File: src/rtl/irqf_pkg.sv
package irqf_pkg;
   localparam int REG_W = 8;

   typedef enum logic [1:0] {
      SEL_CTRL = 2'd0,
      SEL_FLAG = 2'd1,
      SEL_PORT = 2'd2,
      SEL_RSVD = 2'd3
   } reg_sel_e;

   // control byte bit positions
   localparam int CB_GLB  = 0;
   localparam int CB_PERI = 1;
   localparam int CB_TMR  = 2;
   localparam int CB_PIN  = 3;
   localparam int CB_CHG  = 4;
   localparam int CB_NVM  = 5;
   localparam int CB_RISE = 6;

   // flag byte bit positions
   localparam int FB_TMR  = 0;
   localparam int FB_PIN  = 1;
   localparam int FB_CHG  = 2;
   localparam int FB_NVM  = 3;
   localparam int NUM_SRC = 4;
endpackage

File: src/rtl/irqf_sync.sv
module irqf_sync #(
   parameter int W      = 1,
   parameter int STAGES = 2
) (
   input  logic         clk,
   input  logic         rst_n,
   input  logic [W-1:0] d,
   output logic [W-1:0] q
);
   initial begin
      if (STAGES < 2) $error("irqf_sync: STAGES must be at least 2");
      if (W < 1)      $error("irqf_sync: W must be positive");
   end

   logic [W-1:0] chain [STAGES];

   generate
      for (genvar s = 0; s < STAGES; s++) begin : g_stage
         if (s == 0) begin : g_first
            always_ff @(posedge clk or negedge rst_n) begin
               if (!rst_n) chain[0] <= '0;
               else        chain[0] <= d;
            end
         end else begin : g_next
            always_ff @(posedge clk or negedge rst_n) begin
               if (!rst_n) chain[s] <= '0;
               else        chain[s] <= chain[s-1];
            end
         end
      end
   endgenerate

   assign q = chain[STAGES-1];
endmodule

File: src/rtl/irqf_edge.sv
module irqf_edge (
   input  logic clk,
   input  logic rst_n,
   input  logic lvl,
   input  logic rise_sel,
   output logic evt
);
   logic prev_q;

   always_ff @(posedge clk or negedge rst_n) begin
      if (!rst_n) prev_q <= 1'b0;
      else        prev_q <= lvl;
   end

   assign evt = rise_sel ? (lvl & ~prev_q) : (~lvl & prev_q);
endmodule

File: src/rtl/irqf_chg.sv
module irqf_chg #(
   parameter int W = 4
) (
   input  logic         clk,
   input  logic         rst_n,
   input  logic [W-1:0] live,
   input  logic [W-1:0] dir_in,
   input  logic         load,
   output logic         evt
);
   initial begin
      if (W < 1) $error("irqf_chg: W must be positive");
   end

   logic [W-1:0] snap_q;

   always_ff @(posedge clk or negedge rst_n) begin
      if (!rst_n)    snap_q <= '0;
      else if (load) snap_q <= live;
   end

   assign evt = |((live ^ snap_q) & dir_in);

   // after a load, the snapshot holds the levels seen at the load
   a_r4_snap_loaded: assert property (@(posedge clk) disable iff (!rst_n)
      load |=> (snap_q == $past(live)));
endmodule

File: src/rtl/irqf_flags.sv
module irqf_flags #(
   parameter int N = 4
) (
   input  logic         clk,
   input  logic         rst_n,
   input  logic [N-1:0] set_i,
   input  logic [N-1:0] clr_i,
   output logic [N-1:0] flag_q
);
   initial begin
      if (N < 1) $error("irqf_flags: N must be positive");
   end

   generate
      for (genvar b = 0; b < N; b++) begin : g_bit
         always_ff @(posedge clk or negedge rst_n) begin
            if (!rst_n)        flag_q[b] <= 1'b0;
            else if (set_i[b]) flag_q[b] <= 1'b1;
            else if (clr_i[b]) flag_q[b] <= 1'b0;
         end

         // a set event always leaves the flag set
         a_r8_set_wins: assert property (@(posedge clk) disable iff (!rst_n)
            set_i[b] |=> flag_q[b]);

         // a set flag holds until it is cleared
         a_r7_sticky: assert property (@(posedge clk) disable iff (!rst_n)
            (flag_q[b] && !clr_i[b]) |=> flag_q[b]);
      end
   endgenerate
endmodule

File: src/rtl/irq_flag_ctrl.sv
module irq_flag_ctrl
   import irqf_pkg::*;
#(
   parameter int PORT_W      = 8,
   parameter int CHG_LO      = 4,
   parameter int CHG_W       = 4,
   parameter int SYNC_STAGES = 2
) (
   input  logic              clk,
   input  logic              rst_n,
   input  logic              int_pin,
   input  logic [PORT_W-1:0] port_in,
   input  logic [CHG_W-1:0]  chg_dir,
   input  logic              tmr_ovf,
   input  logic              nvm_done,
   input  logic [1:0]        reg_sel,
   input  logic              reg_wr,
   input  logic              reg_rd,
   input  logic [REG_W-1:0]  reg_wdata,
   output logic [REG_W-1:0]  reg_rdata,
   output logic              irq_req
);
   localparam int SYNC_W = PORT_W + 1;
   localparam int CHG_HI = CHG_LO + CHG_W - 1;

   initial begin
      if (PORT_W > REG_W)   $error("irq_flag_ctrl: PORT_W exceeds register width");
      if (CHG_HI >= PORT_W) $error("irq_flag_ctrl: monitored pins outside port");
      if (CHG_W < 1)        $error("irq_flag_ctrl: CHG_W must be positive");
   end

   reg_sel_e sel;
   assign sel = reg_sel_e'(reg_sel);

   // synchronised pins: bit PORT_W is the interrupt pin
   logic [SYNC_W-1:0] sync_q;
   logic [PORT_W-1:0] port_s;
   logic              pin_s;

   irqf_sync #(.W(SYNC_W), .STAGES(SYNC_STAGES)) u_sync (
      .clk   (clk),
      .rst_n (rst_n),
      .d     ({int_pin, port_in}),
      .q     (sync_q)
   );

   assign port_s = sync_q[PORT_W-1:0];
   assign pin_s  = sync_q[PORT_W];

   // control register
   logic [REG_W-1:0] ctrl_q;
   always_ff @(posedge clk or negedge rst_n) begin
      if (!rst_n)                          ctrl_q <= '0;
      else if (reg_wr && sel == SEL_CTRL)  ctrl_q <= reg_wdata;
   end

   // source detectors
   logic pin_evt;
   logic chg_evt;
   logic port_load;

   irqf_edge u_edge (
      .clk      (clk),
      .rst_n    (rst_n),
      .lvl      (pin_s),
      .rise_sel (ctrl_q[CB_RISE]),
      .evt      (pin_evt)
   );

   assign port_load = reg_rd && (sel == SEL_PORT);

   irqf_chg #(.W(CHG_W)) u_chg (
      .clk    (clk),
      .rst_n  (rst_n),
      .live   (port_s[CHG_HI:CHG_LO]),
      .dir_in (chg_dir),
      .load   (port_load),
      .evt    (chg_evt)
   );

   // flag bank
   logic [NUM_SRC-1:0] set_v;
   logic [NUM_SRC-1:0] clr_v;
   logic [NUM_SRC-1:0] flags;

   always_comb begin
      set_v         = '0;
      set_v[FB_TMR] = tmr_ovf;
      set_v[FB_PIN] = pin_evt;
      set_v[FB_CHG] = chg_evt;
      set_v[FB_NVM] = nvm_done;
      clr_v = (reg_wr && sel == SEL_FLAG) ? ~reg_wdata[NUM_SRC-1:0] : '0;
   end

   irqf_flags #(.N(NUM_SRC)) u_flags (
      .clk    (clk),
      .rst_n  (rst_n),
      .set_i  (set_v),
      .clr_i  (clr_v),
      .flag_q (flags)
   );

   // request gating: core sources, then the peripheral source, then global
   logic core_hit;
   logic peri_hit;

   assign core_hit = (flags[FB_TMR] & ctrl_q[CB_TMR])
                   | (flags[FB_PIN] & ctrl_q[CB_PIN])
                   | (flags[FB_CHG] & ctrl_q[CB_CHG]);
   assign peri_hit = flags[FB_NVM] & ctrl_q[CB_NVM] & ctrl_q[CB_PERI];
   assign irq_req  = ctrl_q[CB_GLB] & (core_hit | peri_hit);

   // read mux
   always_comb begin
      reg_rdata = '0;
      unique case (sel)
         SEL_CTRL: reg_rdata = ctrl_q;
         SEL_FLAG: reg_rdata[NUM_SRC-1:0] = flags;
         SEL_PORT: reg_rdata[PORT_W-1:0] = port_s;
         SEL_RSVD: reg_rdata = '0;
      endcase
   end

   // a detected pin edge shows up in the pin flag
   a_r2_pin_flag: assert property (@(posedge clk) disable iff (!rst_n)
      pin_evt |=> flags[FB_PIN]);

   // a detected port change shows up in the change flag
   a_r4_chg_flag: assert property (@(posedge clk) disable iff (!rst_n)
      chg_evt |=> flags[FB_CHG]);

   // a cleared global enable keeps the request low
   a_r10_glb_mask: assert property (@(posedge clk) disable iff (!rst_n)
      !ctrl_q[CB_GLB] |-> !irq_req);

   // the request only rises while some flag is set
   a_r9_req_needs_flag: assert property (@(posedge clk) disable iff (!rst_n)
      irq_req |-> (flags != '0));
endmodule

File: config.mk
export PLATFORM = sky130hd
export DESIGN_NAME = irq_flag_ctrl
export DESIGN_NICKNAME = d
export VERILOG_FILES = /design/src/rtl/irqf_pkg.sv /design/src/rtl/irqf_sync.sv /design/src/rtl/irqf_edge.sv /design/src/rtl/irqf_chg.sv /design/src/rtl/irqf_flags.sv /design/src/rtl/irq_flag_ctrl.sv
export SDC_FILE = /design/constraint.sdc
export NUM_CORES = 1
export LEC_CHECK = 0
export BUFFER_PORTS_ARGS = -buffer_cell sky130_fd_sc_hd__buf_2
export CAP_MARGIN = 20
export CORE_MARGIN = 5
export CORE_UTILIZATION = 54
export CTS_CLUSTER_SIZE = 14
export DETAILED_ROUTE_END_ITERATION = 10
export PLACE_DENSITY = 0.85
export SKIP_CTS_REPAIR_TIMING = 1
export SLEW_MARGIN = 10
export SYNTH_ARGS = -nofsm -noshare
export SYNTH_HDL_FRONTEND = slang
export SYNTH_SLANG_ARGS = --single-unit
File: constraint.sdc
create_clock -name clk -period 2.6 [get_ports clk]
set_input_delay 0.52 -clock clk [delete_from_list [all_inputs] [get_ports clk]]
set_output_delay 0.52 -clock clk [all_outputs]
set_load 0.05 [all_outputs]
Yosys cells after proc, flatten, opt, wreduce, memory -nomap -nowiden
Cells that the tools add are included.

storage, ports and cells
  bits in registers = 35
  bits of input ports = 29
  output and inout port bits = 9
  logic and storage cells = 49

operators by class
  equality and inequality tests = 3
  multiplexer cells = 12
  bitwise gates (word level) = 16
  reductions and logical operators = 9

operator list
  operator                                             count
  one-hot mux 4 bit (4 select lines)                   1
  two-way mux 1 bit                                    9
  AND 1 bit                                            8
  one-hot mux 4 bit (2 select lines)                   1
  nonzero test 2 bit                                   4
  AND 4 bit                                            1
  equality test 2 bit, second input constant           2
  two-way mux 4 bit                                    1
  NOT 4 bit                                            1
  OR reduction 4 bit                                   1
  bitwise XOR 4 bit                                    1
  logical AND 1 bit                                    3
  OR 1 bit                                             3
  equality test 2 x 1 -> 1 bit, second input constant  1
  logical NOT 2 bit                                    1
  NOT 1 bit                                            2

Longest topological paths before layout
Gate-level depths: netlist of run 1.

  depth in word-level cells = 5
  gate-level depth with buffers = 4
  mapped depth without buffers = 3

Modules after synthesis
Synthesis of run 1 repeated with hierarchy kept, for this count alone.

unflattened totals
  cell total of the unflattened synthesis = 104
  area total of the unflattened synthesis = 1421.4 um^2

modules (own cells, without submodules)
  module         instances  cells each  area an instance (um^2)  sequential area each (um^2)
  irqf_sync      1          27          518.0                    450.4
  irq_flag_ctrl  1          46          511.7                    200.2
  irqf_chg       1          15          198.9                    100.1
  irqf_flags     1          12          145.1                    100.1
  irqf_edge      1          4           47.5                     25.0

Least setup slack after synthesis of run 1
No wires, ideal clock.

  path kind = input -> output
  from = input reg_sel[1]
  to = output reg_rdata[0]
  arrival time = 1.856 ns
  required time = 2.080 ns
  path slack = 0.224 ns
  cell stages on the path = 3
  path buffers = 1
  path through = buf_6 -> mux2i_1 -> o21ai_0

on the way
  word-level cells in the longest chain between the ends = 2
  elaborated cells on any way between the ends = 5
  those cells by class = eq/ne: 3; mux: 1; reduce/logical: 1

RTL lines
  what                                               RTL line              RTL
  start: declaration                                 irq_flag_ctrl.sv:16   input logic [1:0] reg_sel,
  equality test 2 bit, or another cell as far along  irq_flag_ctrl.sv:116  unique case (sel)
  one-hot mux 4 bit (4 select lines) *               irq_flag_ctrl.sv:116
  end: declaration                                   irq_flag_ctrl.sv:20   output logic [REG_W-1:0] reg_rdata,

Every way passes the cells marked *; elsewhere a longest branch is shown, timed or not.

Worst setup path in the final report of run 1
  from = input reg_sel[0]
  to = output reg_rdata[1]

Same word-level chain as after synthesis.

==> results of run 1 <==
worst reg2reg max path: cells and delay by family (launching register included):
kind	cells	cell delay [ps]
AOI/OAI and AO/OA	1	200
and+or+nand+nor	1	90
DFF	1	420
xor gates and xnor gates	1	170
flip-flops by register name, summed over array words and instances (netlist names):
register / count
ctrl_q: 8
u_chg.snap_q: 4
u_edge.prev_q: 1
u_flags.flag_q: 4
u_sync.chain: 9
u_sync.q: 9
kinds of logic after synthesis:
kind of cell,after synthesis,share of synthesized area (%)
and+or+nand+nor,19,8.69
muxes,20,16.1
xor gates and xnor gates,4,2.62
DFF,35,65.4
buffers and inverters,2,1.21
AOI/OAI and AO/OA,13,5.98
layout by cell type, fill, tap and decap left out, types with 2 or more instances in the layout:
| cell type | n |
|---|---|
| o21ai_0 | 8 |
| mux2_2 | 12 |
| nand2b_1 | 2 |
| nand2_1 | 6 |
| clkbuf_4 | 5 |
| xor2_1 | 4 |
| dfrtp_1 | 35 |
| nand3_1 | 2 |
| mux2i_1 | 8 |
| buf_2 | 37 |
| a22oi_1 | 2 |
| nor2_1 | 5 |
power breakdown:
group	internal, W	leakage (nW)	switching, W
clock	0.000104	0.0282	0.000164
sequential	0.000598	0.400	0.0000364
combinational	0.0000856	0.336	0.000126
total	0.000788	0.765	0.000326
per-stage QoR:
stage                     std cells  worst slack (ps)  total power, W  utilization, %  hold WS [ps]
after global routing            166               462         0.00118            65.7           265
after global placement          158               641        0.000851            63.5           332
after detailed placement        158               557        0.000861            63.5           336
after floorplan                  93               224        0.000788               -           224
final                           166               526         0.00111            65.7           245
after CTS                       166               546         0.00113            65.7           254
cell usage after synthesis:
cell	count	area share, %
nor2b_1	1	0.47
mux2_2	12	10
buf_2	1	0.37
a22oi_1	2	1.1
a222oi_1	1	0.75
o211ai_1	1	0.56
mux2i_1	8	6.0
nand2_1	6	1.7
o21ai_0	8	3.0
nor3b_4	1	1.4
buf_6	1	0.84
a21boi_0	1	0.56
nand3b_4	1	1.5
xor2_1	4	2.6
nand3b_1	1	0.56
nand3_1	2	0.75
nor2_1	5	1.4
nand2b_1	2	0.93
dfrtp_1	35	65
layout make-up:
class	count	area, um^2	area share [%]
multi-input cells	56	447	27.9
clock buffers	6	41.3	2.58
repair buffers	37	185	11.6
flip-flops and latches	35	876	54.8
clock inverters	2	12.5	0.782
well taps	30	37.5	2.35
layer usage:
metal / part of all wire, % / up-vias / routed length [um]
li1: - / 411 / -
met1: 39 / 421 / 927
met2: 51 / 33 / 1230
met3: 7.0 / 9 / 168
met4: 2.8 / 0 / 68
met5: 0 / - / 0
how the worst max path moves through the flow:
stage | start | endpoint | cells past startpoint
finish | reg_sel[0] | reg_rdata[1] | 5
CTS | reg_sel[0] | reg_rdata[1] | 5
floorplan | reg_sel[1] | reg_rdata[0] | 3
detailed placement | reg_sel[0] | reg_rdata[1] | 5
global route | reg_sel[0] | reg_rdata[1] | 5
global placement | reg_sel[0] | reg_rdata[2] | 5
==> impl_metrics.csv, run 1 <==
group,metric,value,unit
outcome,status,"finished, final reports clean",
synth,synthDistinctLibCells,19,
layout,nFillCells,182,
setup_path,worstPathMaxFanout,12,
route,drtIter0Drc,20,
setup_path,ff2ff_setup_slack,1600,ps
setup_path,crit_family,"buffers and inverters",
floorplanning,die_w,59.8,um
setup_path,start_kind,"input port",
clock_network,clk_pin_slew,110,ps
route,first_pass_iters,4,
setup_path,endpoint_kind,"output pin",
floorplanning,dieArea,3570,um^2
clock_network,clk_latency,310,ps
sta,rsz0062_at_grt,"false",
setup_path,timing.rr.end,"u_flags.flag_q[2]$_DFFE_PN0P_",
setup_path,crit_chain,"buf_2 > nor2b_1 > nand2_1 > o21ai_0 > buf_2",
route,routedWlPerCell,14.4,um
setup_path,crit_required,2080,ps
grt,grt_pass1_vias,926,
floorplanning,io-pin-count,38,
setup_path,crit_top_cell,"buf_2",
job,drv_cap,0,
placement,dp_hpwl,1840,um
grt,grtUsageTotal,15.7,%
floorplanning,coreArea,2430,um^2
layout,diodes,0,
min_path,hold_path_class,"in -> async",
floorplanning,initial_utilization,55.0,%
sta,max_freq,482,MHz
grt,grtUsageMet2,25.2,%
synth,synth_area,1340,um^2
clock_network,cts_tree,"yes",
route,vias,874,
route,ant_nets,0,
synth,ys_ff_latch,35,
power_and_ir_drop,p_leak,0.765,nW
route,routed_wl,2400,um
grt,grt_max_degree,36,
clock_network,cts-buffers-inserted,5,
placement,gp_congestion,0.834,
sta,final-hold-violation-count,0,
setup_path,worstSetupPathType,"in -> out",
sta,final.setup.tns,0,ps
setup_path,max_stage_delay,310,ps
synth,synth.net_count,122,
sta,fin_crit_sh,79.8,%
grt,overflow,0,
sta,finalSetupViolCount,0,
grt,grt_pass1_wl,4010,um
sta,maxSlewViolCount,0,
grt,grtUsageMet1,18.2,%
placement,numPortBuffers,37,
grt,use_met3,5.40,%
power_and_ir_drop,power_density,697,nW/um^2
sta,max_slew.worst_pin.slew,726,ps
grt,busiest_layer,"met2",
layout,area_growth,19.4,%
route,vias_per_cell,5.27,
sta,finalCriticalPeriod,2070,ps
route,drc,0,
sta,finalClockSkew,3.88,ps
clock_network,htreeDepth,2,
grt,antenna_found_initial,0,
synth,ys_warn_count,0,
floorplanning,rows,18,
synth,yosysSeqAreaShare,65.4,%
synth,netlist_instances,93,
clock_network,root_buffer,"clkbuf_4",
layout,nets,164,
setup_path,arrival,1550,ps
clock_network,cts.sinks,35,
setup_path,reg2reg_from,"u_sync.q[5]$_DFF_PN0_",
power_and_ir_drop,ir_drop,429,uV
synth,syn_area_per_cell,14.4,um^2
sta,max_slew_margin,51.6,%
setup_path,worst-path-buf-inv,2,
floorplanning,die_y,59.8,um
layout,fin_area,1600,um^2
clock_network,clk_path_buf_depth,2,
layout,drive_gt1_share,42.6,%
setup_path,crit_slowest_cell,"buf_2",
placement,dpl_cell_area,1550,um^2
setup_path,worst_r2r_path_depth,3,
(Power assumes the default switching activity.)
==> run 2: changes to the inputs <==
--- a/config.mk
+++ b/config.mk
@@ -8,10 +8,10 @@
 export BUFFER_PORTS_ARGS = -buffer_cell sky130_fd_sc_hd__buf_2
 export CAP_MARGIN = 20
 export CORE_MARGIN = 5
-export CORE_UTILIZATION = 54
+export CORE_UTILIZATION = 45
 export CTS_CLUSTER_SIZE = 14
 export DETAILED_ROUTE_END_ITERATION = 10
-export PLACE_DENSITY = 0.85
+export PLACE_DENSITY = 0.76
 export SKIP_CTS_REPAIR_TIMING = 1
 export SLEW_MARGIN = 10
 export SYNTH_ARGS = -nofsm -noshare
==> constraint.sdc (replaced) <==
create_clock -name clk -period 1.7 [get_ports clk]
set_input_delay 0.34 -clock clk [delete_from_list [all_inputs] [get_ports clk]]
set_output_delay 0.34 -clock clk [all_outputs]
set_load 0.05 [all_outputs]
==> run 2 against run 1 <==
Effect of this change: the run now ends with negative setup slack left; combinational power rose by 62%; die area rose by 17%; non-clock buffer count rose by 4; via count rose by 2.4%; critical path type is now reg -> out; largest power group unchanged.
==> impl_metrics.csv, run 2 (same netlist as run 1, synthesis figures left out) <==
group,metric,value,unit
floorplanning,dieArea,4170,um^2
sta,setup_ws,-14.3,ps
grt,grt_pass1_wl,4470,um
job,drv_cap,0,
layout,drive_gt1_share,45.0,%
sta,maxSlewViolCount,0,
route,routedWlPerCell,15.2,um
floorplanning,rows,19,
sta,fin_crit_sh,101,%
clock_network,htreeDepth,2,
power_and_ir_drop,ir_drop,641,uV
route,drtIter0Drc,40,
grt,grt_max_degree,36,
power_and_ir_drop,power_density,1060,nW/um^2
floorplanning,io-pin-count,38,
layout,area_growth,23.1,%
setup_path,timing.rr.end,"u_flags.flag_q[2]$_DFFE_PN0P_",
clock_network,clk_latency,330,ps
placement,numPortBuffers,37,
grt,antenna_found_initial,0,
route,ant_nets,0,
route,first_pass_iters,4,
layout,layout_commonest_cell,"buf_2",
setup_path,crit_family,"compound AO/OA/AOI/OAI gates",
layout,diodes,0,
layout,mostFrequentLayoutCells,"buf_2, dfrtp_1, mux2_2, mux2i_1, nand2_1",
setup_path,crit_chain,"a222oi_1 > a21boi_1 > buf_4",
setup_path,ff2ff_setup_slack,700,ps
route,drc,0,
placement,dpl_cell_area,1590,um^2
sta,finalClockSkew,5.37,ps
sta,rsz0062_at_grt,"true",
setup_path,arrival,1370,ps
route,routed_wl,2610,um
grt,overflow,0,
sta,max_slew_margin,72.2,%
route,vias_per_cell,5.23,
outcome,violations,"negative setup slack",
setup_path,start_kind,"flip-flop",
route,vias,895,
min_path,hold_path_class,"in -> async",
setup_path,crit_slowest_cell,"dfrtp_1",
setup_path,max_stage_delay,410,ps
clock_network,clk_pin_slew,110,ps
floorplanning,initial_utilization,47.7,%
layout,nets,168,
setup_path,worstSetupPathType,"reg -> out",
placement,gp_congestion,0.809,
outcome,status,"finished with violations",
clock_network,cts_tree,"yes",
sta,hold_ws,9.81,ps
setup_path,crit_required,1360,ps
floorplanning,die_y,64.5,um
setup_path,worst_r2r_path_depth,3,
clock_network,cts-buffers-inserted,5,
floorplanning,die_w,64.5,um
power_and_ir_drop,p_leak,0.790,nW
sta,final-hold-violation-count,0,
layout,fin_area,1650,um^2
sta,max_freq,583,MHz
floorplanning,coreArea,2810,um^2
clock_network,clk_path_buf_depth,2,
setup_path,reg2reg_from,"u_sync.q[5]$_DFF_PN0_",
sta,finalCriticalPeriod,1710,ps
clock_network,cts.sinks,35,
clock_network,root_buffer,"clkbuf_4",
setup_path,worst-path-buf-inv,1,
setup_path,endpoint_kind,"output pin",
sta,max_slew.worst_pin.slew,417,ps
setup_path,worstPathMaxFanout,3,
sta,finalSetupViolCount,1,
grt,grt_pass1_vias,979,
grt,grtUsageTotal,14.2,%
-- run 2: how the worst max path moves through the flow --
| stage | cells past startpoint | from | slack [ps] | end |
|---|---|---|---|---|
| after detailed placement | 5 | reg_sel[1] | 60 | reg_rdata[3] |
| after CTS | 3 | u_flags.flag_q[2]$_DFFE_PN0P_ | -60 | irq_req |
| after global routing | 3 | ctrl_q[4]$_DFFE_PN0P_ | -150 | irq_req |
| after global placement | 5 | reg_sel[1] | 100 | reg_rdata[2] |
| final | 3 | ctrl_q[4]$_DFFE_PN0P_ | -10 | irq_req |
| after floorplan | 3 | reg_sel[1] | 60 | reg_rdata[0] |
-- run 2: worst register-to-register path: cells and delay by family (launching register included) --
kind,cells,cell delay [ps]
simple gates,1,100
flops,1,420
compound gates,1,200
xor+xnor,1,180
-- run 2: through the flow --
stage,setup WS [ps],util [%],instances,total power [W],setup TNS [ps]
4_1_cts,-55.9,58.6,171,0.00175,-55.9
3_5_place_dp,55.9,56.6,163,0.00133,0
5_1_grt,-146,58.7,171,0.00185,-146
2_1_floorplan,60.8,-,93,0.00121,0
3_3_place_gp,95.9,56.6,163,0.00132,0
6_report,-14.3,58.7,171,0.00174,-14.3
-- run 2: metal layers --
layer | up-vias | wire [um] | track usage [%]
li1 | 416 | - | -
met1 | 451 | 1080 | 15.8
met2 | 23 | 1350 | 23.7
met3 | 5 | 148 | 6.04
met4 | 0 | 29 | 6.33
met5 | - | 0 | 0
-- run 2: cell type report --
type                    instances  area (um^2)
well taps                      31         38.8
flip-flops and latches         35          876
repair buffers                 41          230
clock buffers                   6         41.3
fillers                       230         1160
multi-input cells              56          449
clock inverters                 2         12.5
-- run 2: where the power goes --
part           leakage (nW)  switching (W)  internal [W]
clock network        0.0282       0.000267      0.000159
logic                 0.362       0.000199      0.000145
registers             0.400      0.0000569      0.000915
